[config.mk]
export PLATFORM = sky130hd
export DESIGN_NAME = gpio_port_bank
export DESIGN_NICKNAME = d
export VERILOG_FILES = /design/src/rtl/gpio_port_bank.sv
export SDC_FILE = /design/constraint.sdc
export NUM_CORES = 1
export LEC_CHECK = 0
export BUFFER_PORTS_ARGS = -buffer_cell sky130_fd_sc_hd__clkbuf_2
export CORE_MARGIN = 2
export CORE_UTILIZATION = 59
export DETAILED_ROUTE_END_ITERATION = 10
export PLACE_DENSITY = 0.95
export SLEW_MARGIN = 20
export SYNTH_ARGS = -nofsm -noshare
export SYNTH_HDL_FRONTEND = slang
export SYNTH_SLANG_ARGS = --single-unit
[constraint.sdc]
create_clock -name clk -period 4.5 [get_ports clk]
set_input_delay 0.675 -clock clk [delete_from_list [all_inputs] [get_ports clk]]
set_output_delay 0.675 -clock clk [all_outputs]
set_load 0.03 [all_outputs]
[src/rtl/gpio_port_bank.sv]
module gpio_port_bank #(
  parameter int NPIN = 29,
  parameter int AW   = 12,
  parameter int DW   = 32
) (
  input  logic            clk,
  input  logic            rst_n,
  input  logic [AW-1:0]   bus_addr,
  input  logic            bus_we,
  input  logic [DW-1:0]   bus_wdata,
  output logic [DW-1:0]   bus_rdata,
  input  logic [NPIN-1:0] pad_in,
  input  logic [NPIN-1:0] pad_analog,
  output logic [NPIN-1:0] pad_out,
  output logic [NPIN-1:0] pad_oe
);
  localparam int IW = $clog2(NPIN);
  localparam logic [AW-1:0] A_DIR   = AW'('h100);
  localparam logic [AW-1:0] A_MASK  = AW'('h104);
  localparam logic [AW-1:0] A_PORT  = AW'('h108);
  localparam logic [AW-1:0] A_MPORT = AW'('h10C);
  localparam logic [AW-3:0] NWORDS  = (AW-2)'(NPIN);

  logic [NPIN-1:0] dir_q, mask_q, out_q, sync1_q, sync2_q, lvl;
  logic            word_hit;
  logic [IW-1:0]   word_idx;

  assign word_hit = (bus_addr[1:0] == 2'b00) && (bus_addr[AW-1:2] < NWORDS);
  assign word_idx = bus_addr[IW+1:2];
  assign lvl      = sync2_q & ~pad_analog;
  assign pad_out  = out_q;
  assign pad_oe   = dir_q;

  always_ff @(posedge clk or negedge rst_n) begin
    if (!rst_n) begin
      sync1_q <= '0;
      sync2_q <= '0;
    end else begin
      sync1_q <= pad_in;
      sync2_q <= sync1_q;
    end
  end

  always_ff @(posedge clk or negedge rst_n) begin
    if (!rst_n) begin
      dir_q  <= '0;
      mask_q <= '0;
      out_q  <= '0;
    end else if (bus_we) begin
      if (word_hit) begin
        out_q[word_idx] <= |bus_wdata;
      end else begin
        case (bus_addr)
          A_DIR:   dir_q  <= bus_wdata[NPIN-1:0];
          A_MASK:  mask_q <= bus_wdata[NPIN-1:0];
          A_PORT:  out_q  <= bus_wdata[NPIN-1:0];
          A_MPORT: out_q  <= (out_q & mask_q) | (bus_wdata[NPIN-1:0] & ~mask_q);
          default: ;
        endcase
      end
    end
  end

  always_comb begin
    bus_rdata = '0;
    if (word_hit) begin
      bus_rdata = {DW{lvl[word_idx]}};
    end else begin
      case (bus_addr)
        A_DIR:   bus_rdata = {{(DW-NPIN){1'b0}}, dir_q};
        A_MASK:  bus_rdata = {{(DW-NPIN){1'b0}}, mask_q};
        A_PORT:  bus_rdata = {{(DW-NPIN){1'b0}}, lvl};
        A_MPORT: bus_rdata = {{(DW-NPIN){1'b0}}, lvl & ~mask_q};
        default: bus_rdata = '0;
      endcase
    end
  end

  a_r1_reserved_zero: assert property (@(posedge clk) disable iff (!rst_n)
    ((bus_addr == A_DIR) || (bus_addr == A_MASK)) |-> (bus_rdata[DW-1:NPIN] == '0));

  a_r2_word_read_solid: assert property (@(posedge clk) disable iff (!rst_n)
    word_hit |-> ((bus_rdata == '0) || (bus_rdata == '1)));

  a_r3_word_write: assert property (@(posedge clk) disable iff (!rst_n)
    (bus_we && word_hit) |=> (pad_out[$past(word_idx)] == $past(|bus_wdata)));

  a_r4_oe_hold: assert property (@(posedge clk) disable iff (!rst_n)
    !(bus_we && (bus_addr == A_DIR)) |=> $stable(pad_oe));

  a_r5_mport_masked_hold: assert property (@(posedge clk) disable iff (!rst_n)
    (bus_we && (bus_addr == A_MPORT)) |=> (((pad_out ^ $past(pad_out)) & $past(mask_q)) == '0));

  a_r7_port_load: assert property (@(posedge clk) disable iff (!rst_n)
    (bus_we && (bus_addr == A_PORT)) |=> (pad_out == $past(bus_wdata[NPIN-1:0])));

  a_r8_analog_zero: assert property (@(posedge clk) disable iff (!rst_n)
    (word_hit && pad_analog[word_idx]) |-> (bus_rdata == '0));

  a_r10_unmapped_zero: assert property (@(posedge clk) disable iff (!rst_n)
    (!word_hit && (bus_addr != A_DIR) && (bus_addr != A_MASK) &&
     (bus_addr != A_PORT) && (bus_addr != A_MPORT)) |-> (bus_rdata == '0));
endmodule

==> out/qor.yml, run 1 <==
status: "completed"
grt_pass1_wl_mm: 39.2
grt_max_degree: 92
synth_seq_area_share_pct: 45.0
portBuffers: 194
fin_skew_ps: 4.72
gp_congestion: 0.910
drc: 0
ys_types: 47
cts_tree: "done"
slew_viol_final: 0
syn_avg_cell_area_um2: 9.98
clock_latency_ps: 440
grt_pass1_vias: 7272
r2r-start: "mask_q[5]"
clk_path_buf_depth: 2
fillCellCount: 932
clock-sinks: 145
tightest_slew_ps: 1000
vias: 7652
numCtsBuffers: 17
drt-initial-drc-count: 1074
finalSetupTns_ps: 0
slew_headroom_pct: 32.9
antenna_found_initial: 0
wire_per_inst_um: 21.7
setup_viol: 0
cts_resized: 0
crit_start: "bus_addr[3]"
setup_ws_ps: 713
fp.dieW_um: 121
grt-ovfl-total: 0
antennaDiodeCount: 0
gr-usage-all-layers_pct: 35.6
ant_nets: 0
via_per_inst: 6.60
die_h_um: 121
postCtsHoldBufs: 0
area_delta_synth_final_pct: 21.0
path_class: "input pin to output pin"
min_period_ps: 3790
cp.arrival_ps: 3110
min_period_over_period_pct: 84.2
drv_cap: 0
firstDrtPassIters: 6
cp.required_ps: 3830
dieArea_um2: 14600
crit_path_max_fanout: 60
hpwl_mm: 17.4
whs_ps: 290
crit_path_end: "bus_rdata[29]"
synth_warnings: 0
finalHoldViolations: 0
leakage_nw: 4.74
rsz0062_at_grt: "false"
synthTopCellsByArea: "dfrtp_1 45%, mux2_2 11%, a211oi_1 8.0%"
synth_top_area_share_pct: 45.0
syn-num-nets: 912
io_pins: 195
cts.htree.levels: 4
synth-seq-cells: 145
yosysTopAreaCell: "dfrtp_1"
preCtsSetupSlack_ps: 874
rr_worst_depth: 3
ctsRootBufferMaster: "clkbuf_16"
hold_class: "input pin to async pin"
nets: 1077
max_freq_ghz: 0.264
netlist_instances: 807
synth_edf_count: 0
start_kind: "input pin"
num_rows: 42
wirelength_mm: 25.1
ys_async_sr_fraction_pct: 100
drive_gt1_share_pct: 34.9
start_util_pct: 60.6
clk_pin_slew_worst_paths_ps: 60
end_kind: "output pin"
core-area_um2: 13300
vdd_drop_max_uv: 307
postCtsSetupRepairBufs: 0
synthesis.area_um2: 8060
rrSetupSlack_ps: 3210
synth_top_flop_cell: "dfrtp_1"
p_per_area_nw_per_um2: 328
-- per-layer routing --
layer | global-route usage, % | vias to the layer above | part of all wire, %
li1 | - | 3324 | -
met1 | 46.2 | 3672 | 38
met2 | 55.4 | 534 | 47
met3 | 9.21 | 122 | 10
met4 | 17.6 | 0 | 4.7
met5 | 0 | - | 0
-- kinds of logic (layout without fill, tap and decap cells) --
family          after synthesis  after routing  synth area share, %
buf+inv                     106            283                 5.81
mux                          88             88                 12.3
simple gates                218            218                 16.0
compound gates              250            250                 20.9
flops                       145            145                 45.0
-- stage by stage --
stage                     cell area (um2)  utilization (%)  std cells  total power (W)
after floorplan                      8060                -        807          0.00160
after global placement               9170             68.9       1129          0.00177
after detailed placement             9170             68.9       1129          0.00178
after CTS                            9750             73.3       1160          0.00319
after global routing                 9750             73.3       1160          0.00329
final                                9750             73.3       1160          0.00319
-- synth_stat cells (4+ instances only) --
library cell / count
a211oi_1: 86
a21o_1: 28
a21oi_1: 66
a32o_1: 4
and2_1: 4
and3b_1: 10
buf_1: 6
buf_2: 16
buf_6: 5
clkbuf_1: 47
dfrtp_1: 145
inv_1: 28
mux2_1: 11
mux2_2: 76
nand2_1: 34
nand3_1: 25
nand3b_1: 32
nor2_1: 33
nor2b_1: 30
nor3_1: 5
nor3b_1: 14
nor4_1: 9
o2111ai_1: 20
o21ai_0: 31
o22ai_1: 6
or3b_2: 5
-- how the worst min path moves through the flow --
| stage | endpoint | start | cells past startpoint |
|---|---|---|---|
| 2_1_floorplan | sync2_q[0] | sync1_q[0] | 0 |
| 3_3_place_gp | sync2_q[13] | sync1_q[13] | 0 |
| 3_5_place_dp | sync2_q[13] | sync1_q[13] | 0 |
| 4_1_cts | sync1_q[20] | pad_in[20] | 1 |
| 5_1_grt | sync1_q[1] | pad_in[1] | 1 |
| 6_report | mask_q[6] | rst_n | 1 |
-- cells in the final DEF, fill, tap and decap left out, types with 17 or more instances in the layout --
cell / synthesis / layout
o21ai_0: 31 / 31
buf_4: 3 / 28
a211oi_1: 86 / 86
clkbuf_16: 0 / 17
mux2_2: 76 / 76
o2111ai_1: 20 / 20
clkbuf_2: 1 / 192
nor2_1: 33 / 33
a21oi_1: 66 / 66
inv_1: 28 / 28
nand2_1: 34 / 34
dfrtp_1: 145 / 145
nand3_1: 25 / 25
nor2b_1: 30 / 30
nand3b_1: 32 / 32
a21o_1: 28 / 28
-- worst max-delay path, cell delays in order --
cell	delay (ps)
clkbuf_2	170
buf_12	220
and3b_1	230
o21ai_0	370
nand4_1	180
mux2i_2	540
buf_4	330
a21oi_1	130
clkbuf_2	210
-- where the power goes --
part | leakage, nW | internal [W] | switching, W
logic | 2.58 | 0.000128 | 0.000249
clock network | 0.285 | 0.000894 | 0.000533
registers | 1.88 | 0.00136 | 0.0000315
total | 4.74 | 0.00238 | 0.000813
-- final cells by class --
cell class              instances  area, um2  area share (%)
repair buffers                224       1230            12.6
clock buffers                  25        475            4.88
flip-flops and latches        145       3630            37.2
multi-input cells             556       3990            40.9
clock inverters                 6        105            1.08
inverters                      28        105            1.08
well taps                     176        220            2.26
No activity file was read; power rests on OpenSTA's default activity.
==> run 2, diff against run 1 <==
CORE_UTILIZATION = 49   (was 59)
PLACE_DENSITY = 0.89   (was 0.95)
clock period = 3.33 ns   (was 4.5 ns; I/O delays follow)
==> out/qor.yml, run 2 (synthesized netlist as in run 1, its figures left out) <==
status: "completed"
start_kind: "input pin"
area_delta_synth_final_pct: 23.3
grt_pass1_vias: 7107  # -2.3%
wire_per_inst_um: 21.1  # -2.8%
mostFrequentLayoutCell: "clkbuf_2"
gr-usage-all-layers_pct: 29.1  # -6.5 points
grt_pass1_wl_mm: 39.6  # +1.0%
vdd_drop_max_uv: 340  # +11%
clk_pin_slew_worst_paths_ps: 60  # about the same
grt_max_degree: 73  # -21%
finalHoldViolations: 0  # unchanged
worstPathCellList: "clkbuf_2 -> nor4b_1 -> nand3_2 -> buf_4 -> a211oi_1 -> a211oi_1 -> a21oi_1 -> clkbuf_2"
die_h_um: 132  # +9.4%
antenna_found_initial: 0  # unchanged
tightest_slew_ps: 863  # -139 ps
fp.dieW_um: 132  # +9.4%
hold_class: "input pin to async pin"
postCtsHoldBufs: 0  # unchanged
drive_gt1_share_pct: 36.1  # +1.2 points
finalInstanceArea_um2: 9940  # +2.0%
clockPowerShare_pct: 44.6  # about the same
critPathSlowestCell: "nor4b_1"
vias: 7478  # -2.3%
power_w: 0.00434  # +36%
gp_congestion: 0.933  # +2.6%
intPower_w: 0.00320  # +34%
grt-ovfl-total: 0  # unchanged
slew_headroom_pct: 42.3  # +9.4 points
clock_latency_ps: 430  # about the same
firstDrtPassIters: 5  # -1
nets: 1087  # +0.93%
clock-sinks: 145  # unchanged
clk_path_buf_depth: 2  # unchanged
cpPeakStageDelay_ps: 460  # -80 ps
fillCellCount: 1320  # +42%
setup_viol: 0  # unchanged
path_class: "input pin to output pin"
final_cell_mix: "192 x clkbuf_2, 145 x dfrtp_1, 86 x a211oi_1, 76 x mux2_2, 66 x a21oi_1"
cp_top_family: "buffers and inverters"
cp.required_ps: 2830  # -1000 ps
p_switching_w: 0.00114  # +40%
drt-initial-drc-count: 951  # -11%
numCtsBuffers: 17  # unchanged
crit_buf_inv: 3  # -1
cts_tree: "done"
p_per_area_nw_per_um2: 436  # +33%
start_util_pct: 50.4  # -10 points
finalSetupTns_ps: 0  # unchanged
switching_share_pct: 26.3  # +0.79 points
seq_power_share_pct: 43.3  # -0.2 points
rsz0062_at_grt: "false"
wirelength_mm: 25.5  # +1.4%
max_freq_ghz: 0.317
ant_nets: 0  # unchanged
fin_skew_ps: 6.18  # +1.46 ps
cp.arrival_ps: 2660  # -450 ps
cts.htree.levels: 4  # unchanged
rrSetupSlack_ps: 2070  # -1140 ps
leakage_nw: 4.80  # +1.3%
multi_input_area_um2: 4000  # +0.35%
seq_area_um2: 3630  # unchanged
p_comb_share_pct: 12.0  # +0.2 points
dpl_cell_area_um2: 9340  # +1.9%
dieArea_um2: 17500  # +20%
core-area_um2: 16000  # +20%
num_rows: 46  # +9.5%
min_period_over_period_pct: 94.8
drc: 0  # unchanged
antennaDiodeCount: 0  # unchanged
crit_path_max_fanout: 20  # -67%
hpwl_mm: 18.2  # +4.2%
ctsRootBufferMaster: "clkbuf_16"
drv_cap: 0  # unchanged
io_pins: 195  # unchanged
slew_viol_final: 0  # unchanged
portBuffers: 194  # unchanged
end_kind: "output pin"
via_per_inst: 6.18  # -6.4%
min_period_ps: 3160
run 2: cell count changes in the layout (fill, tap and decap cells not counted), sizes merged:
cell	previous run	this run
clkinv	3	6
clkinvlp	0	3
buf	32	42
inv	28	29
clkbuf	217	211
run 2: final timing paths:
kind	start	endpoint	cells past startpoint
worst min-delay path	rst_n	async pin	1
worst min register to register	sync1_q[22]	sync2_q[22]	0
max in group asynchronous	rst_n	sync2_q[1]	2
worst max register to register	mask_q[17]	register	3
worst max-delay path	bus_addr[6]	bus_rdata[18]	8
min in group clk	pad_in[0]	sync1_q[0]	1
run 2: cell type report:
class	instances	area share [%]
multi-input cells	556	40.2
flip-flops and latches	145	36.5
clock buffers	19	4.36
clock inverters	13	1.64
repair buffers	234	13.5
well taps	216	2.72
inverters	28	1.06
run 2: metrics by stage:
stage	setup slack, ps	cells	util [%]	hold WS [ps]
final	175	1211	62.1	99.0
after global placement	290	1179	58.4	332
after global routing	33.1	1211	62.1	155
after floorplan	133	807	-	204
after detailed placement	236	1179	58.4	336
after CTS	210	1211	62.1	115
run 2: layer usage:
layer	global-route usage, %	wire (um)
met5	0	0
met4	12.4	931
met3	7.80	2420
met2	47.0	12200
met1	37.0	9930
run 2: timing repair:
item / 4_1_cts / 5_1_grt
setup buffers: 0 / 0
setup endpoints to repair: 0 / 1
gates resized for setup: 0 / 1
run 2: worst reg2reg max path: cells and delay by family (launching register included):
kind / cells / cell delay (ps)
DFF: 1 / 430
AOI/OAI and AO/OA: 2 / 380
muxes: 1 / 340
run 2: power by group through the flow:
| stage | combinational, W | clock [W] | sequential [W] |
|---|---|---|---|
| final | 0.000521 | 0.00194 | 0.00188 |
| after CTS | 0.000516 | 0.00196 | 0.00188 |
| after global routing | 0.000559 | 0.00205 | 0.00188 |
| after detailed placement | 0.000511 | 0 | 0.00191 |
| after global placement | 0.000502 | 0 | 0.00191 |
| after floorplan | 0.000202 | 0 | 0.00197 |
==> run 3, diff against run 2 <==
CORE_ASPECT_RATIO = 0.75   (was unset)
==> out/qor.yml, run 3 (synthesized netlist as in run 1, its figures left out) <==
status: "completed"
clk_pin_slew_worst_paths_ps: 60  # about the same
mostFrequentLayoutCell: "clkbuf_2"
clock_latency_ps: 430  # about the same
setup_ws_ps: 98.3  # -76.4 ps
clock-sinks: 145  # unchanged
min_period_over_period_pct: 97.0  # +2.3 points
worstPathCellList: "clkbuf_2 -> buf_12 -> and3b_1 -> o21ai_0 -> nand4_1 -> mux2i_4 -> buf_4 -> a21oi_1 -> clkbuf_2"
min_period_ps: 3230  # +76.4 ps
numCtsBuffers: 17  # unchanged
leakage_nw: 4.85  # +1.0%
wirelength_mm: 25.9  # +1.4%
cpMostUsedCell: "clkbuf_2"
drive_gt1_share_pct: 36.5  # +0.38 points
gp_congestion: 0.927  # -0.63%
whs_ps: 45.7  # -53.3 ps
cts_tree: "done"
postCtsHoldBufs: 0  # unchanged
drc: 0  # unchanged
preCtsSetupSlack_ps: 227  # -8.71 ps
tightest_slew_ps: 846  # -17.3 ps
critPathSlowestCell: "o21ai_0"
grt-ovfl-total: 0  # unchanged
hpwl_mm: 19.1  # +5.1%
cpPeakStageDelay_ps: 500  # +40 ps
nets: 1093  # +0.55%
io_pins: 195  # unchanged
finalHoldViolations: 0  # unchanged
wire_per_inst_um: 21.3  # +1.4%
portBuffers: 194  # unchanged
ant_nets: 0  # unchanged
grt_pass1_vias: 7195  # +1.2%
r2r-start: "mask_q[2]"
vias: 7519  # +0.55%
grt_pass1_wl_mm: 39.8  # +0.37%
antennaDiodeCount: 0  # unchanged
crit_path_max_fanout: 34  # +70%
core-area_um2: 16100  # +0.41%
dieArea_um2: 17500  # about the same
end_kind: "output pin"
drt-initial-drc-count: 750  # -21%
rrSetupSlack_ps: 2060  # about the same
max_freq_ghz: 0.309  # -2.4%
slew_viol_final: 0  # unchanged
drv_cap: 0  # unchanged
firstDrtPassIters: 6  # +1
gr-usage-all-layers_pct: 29.7  # +0.59 points
fin_skew_ps: 4.95  # -1.23 ps
start_kind: "input pin"
p_per_area_nw_per_um2: 445  # +1.9%
rsz0062_at_grt: "false"
start_util_pct: 50.2  # -0.20 points
cp.arrival_ps: 2730  # +70 ps
clk_path_buf_depth: 2  # unchanged
postCtsSetupRepairBufs: 0  # unchanged
num_rows: 40  # -13%
final_cell_mix: "192 x clkbuf_2, 145 x dfrtp_1, 86 x a211oi_1, 76 x mux2_2, 66 x a21oi_1"
rr_worst_depth: 3  # unchanged
path_class: "input pin to output pin"
vdd_drop_max_uv: 386  # +13%
grt_max_degree: 70  # -4.1%
antenna_found_initial: 0  # unchanged
slew_headroom_pct: 43.5  # +1.2 points
die_h_um: 115  # -13%
finalSetupTns_ps: 0  # unchanged
via_per_inst: 6.21  # +0.55%
ctsRootBufferMaster: "clkbuf_16"
area_delta_synth_final_pct: 24.1
cts_resized: 0  # unchanged
setup_viol: 0  # unchanged
fp.dieW_um: 152  # +15%
hold_class: "input pin to async pin"
cts.htree.levels: 4  # unchanged
cp.required_ps: 2830  # about the same
[run 3: cell count changes in the layout (fill, tap and decap cells not counted)]
cell       before  now
clkbuf_8        0    1
clkinv_4        3    2
nand3_2         1    0
clkbuf_1        2    1
nand3_1        24   25
buf_4          35   41
bufinv_16       3    4
[run 3: area by class of cell]
| cell class | instances | area [um2] |
|---|---|---|
| clock buffer | 19 | 443 |
| clock inverter | 13 | 184 |
| fill | 1292 | 6060 |
| inverter | 28 | 105 |
| multi-input combinational | 556 | 3990 |
| sequential | 145 | 3630 |
| tap | 210 | 263 |
| timing repair buffer | 240 | 1390 |
[run 3: stage by stage]
step           total power, W  cells  cell area (um2)  utilization, %
6_report              0.00445   1211            10000            62.3
5_1_grt               0.00459   1211            10000            62.3
4_1_cts               0.00446   1211            10000            62.3
3_5_place_dp          0.00243   1179             9380            58.4
3_3_place_gp          0.00241   1179             9380            58.4
2_1_floorplan         0.00217    807             8060               -
[run 3: worst max path at each step]
| stage | startpoint | to | slack, ps | cells after the start |
|---|---|---|---|---|
| 2_1_floorplan | bus_addr[6] | bus_rdata[30] | 130 | 8 |
| 3_3_place_gp | bus_addr[3] | bus_rdata[18] | 250 | 9 |
| 3_5_place_dp | bus_addr[3] | bus_rdata[3] | 230 | 9 |
| 4_1_cts | bus_addr[3] | bus_rdata[3] | 150 | 9 |
| 5_1_grt | bus_addr[3] | bus_rdata[3] | 30 | 9 |
| 6_report | bus_addr[3] | bus_rdata[3] | 100 | 9 |
[run 3: worst max-delay path, delay by kind of cell]
kind,cells,cell delay (ps)
buf+inv,4,910
simple gates,2,440
mux,1,250
compound gates,2,610
[run 3: power by group]
group | total (W) | internal, W | leakage (nW) | switching (W)
clock | 0.00204 | 0.00127 | 0.299 | 0.000765
combinational | 0.000529 | 0.000187 | 2.67 | 0.000342
sequential | 0.00188 | 0.00184 | 1.88 | 0.0000442
[run 3: layer usage]
metal	GRT usage [%]	wire length [um]
met5	0	0
met4	12.0	773
met3	8.10	2510
met2	47.5	12100
met1	38.8	10400
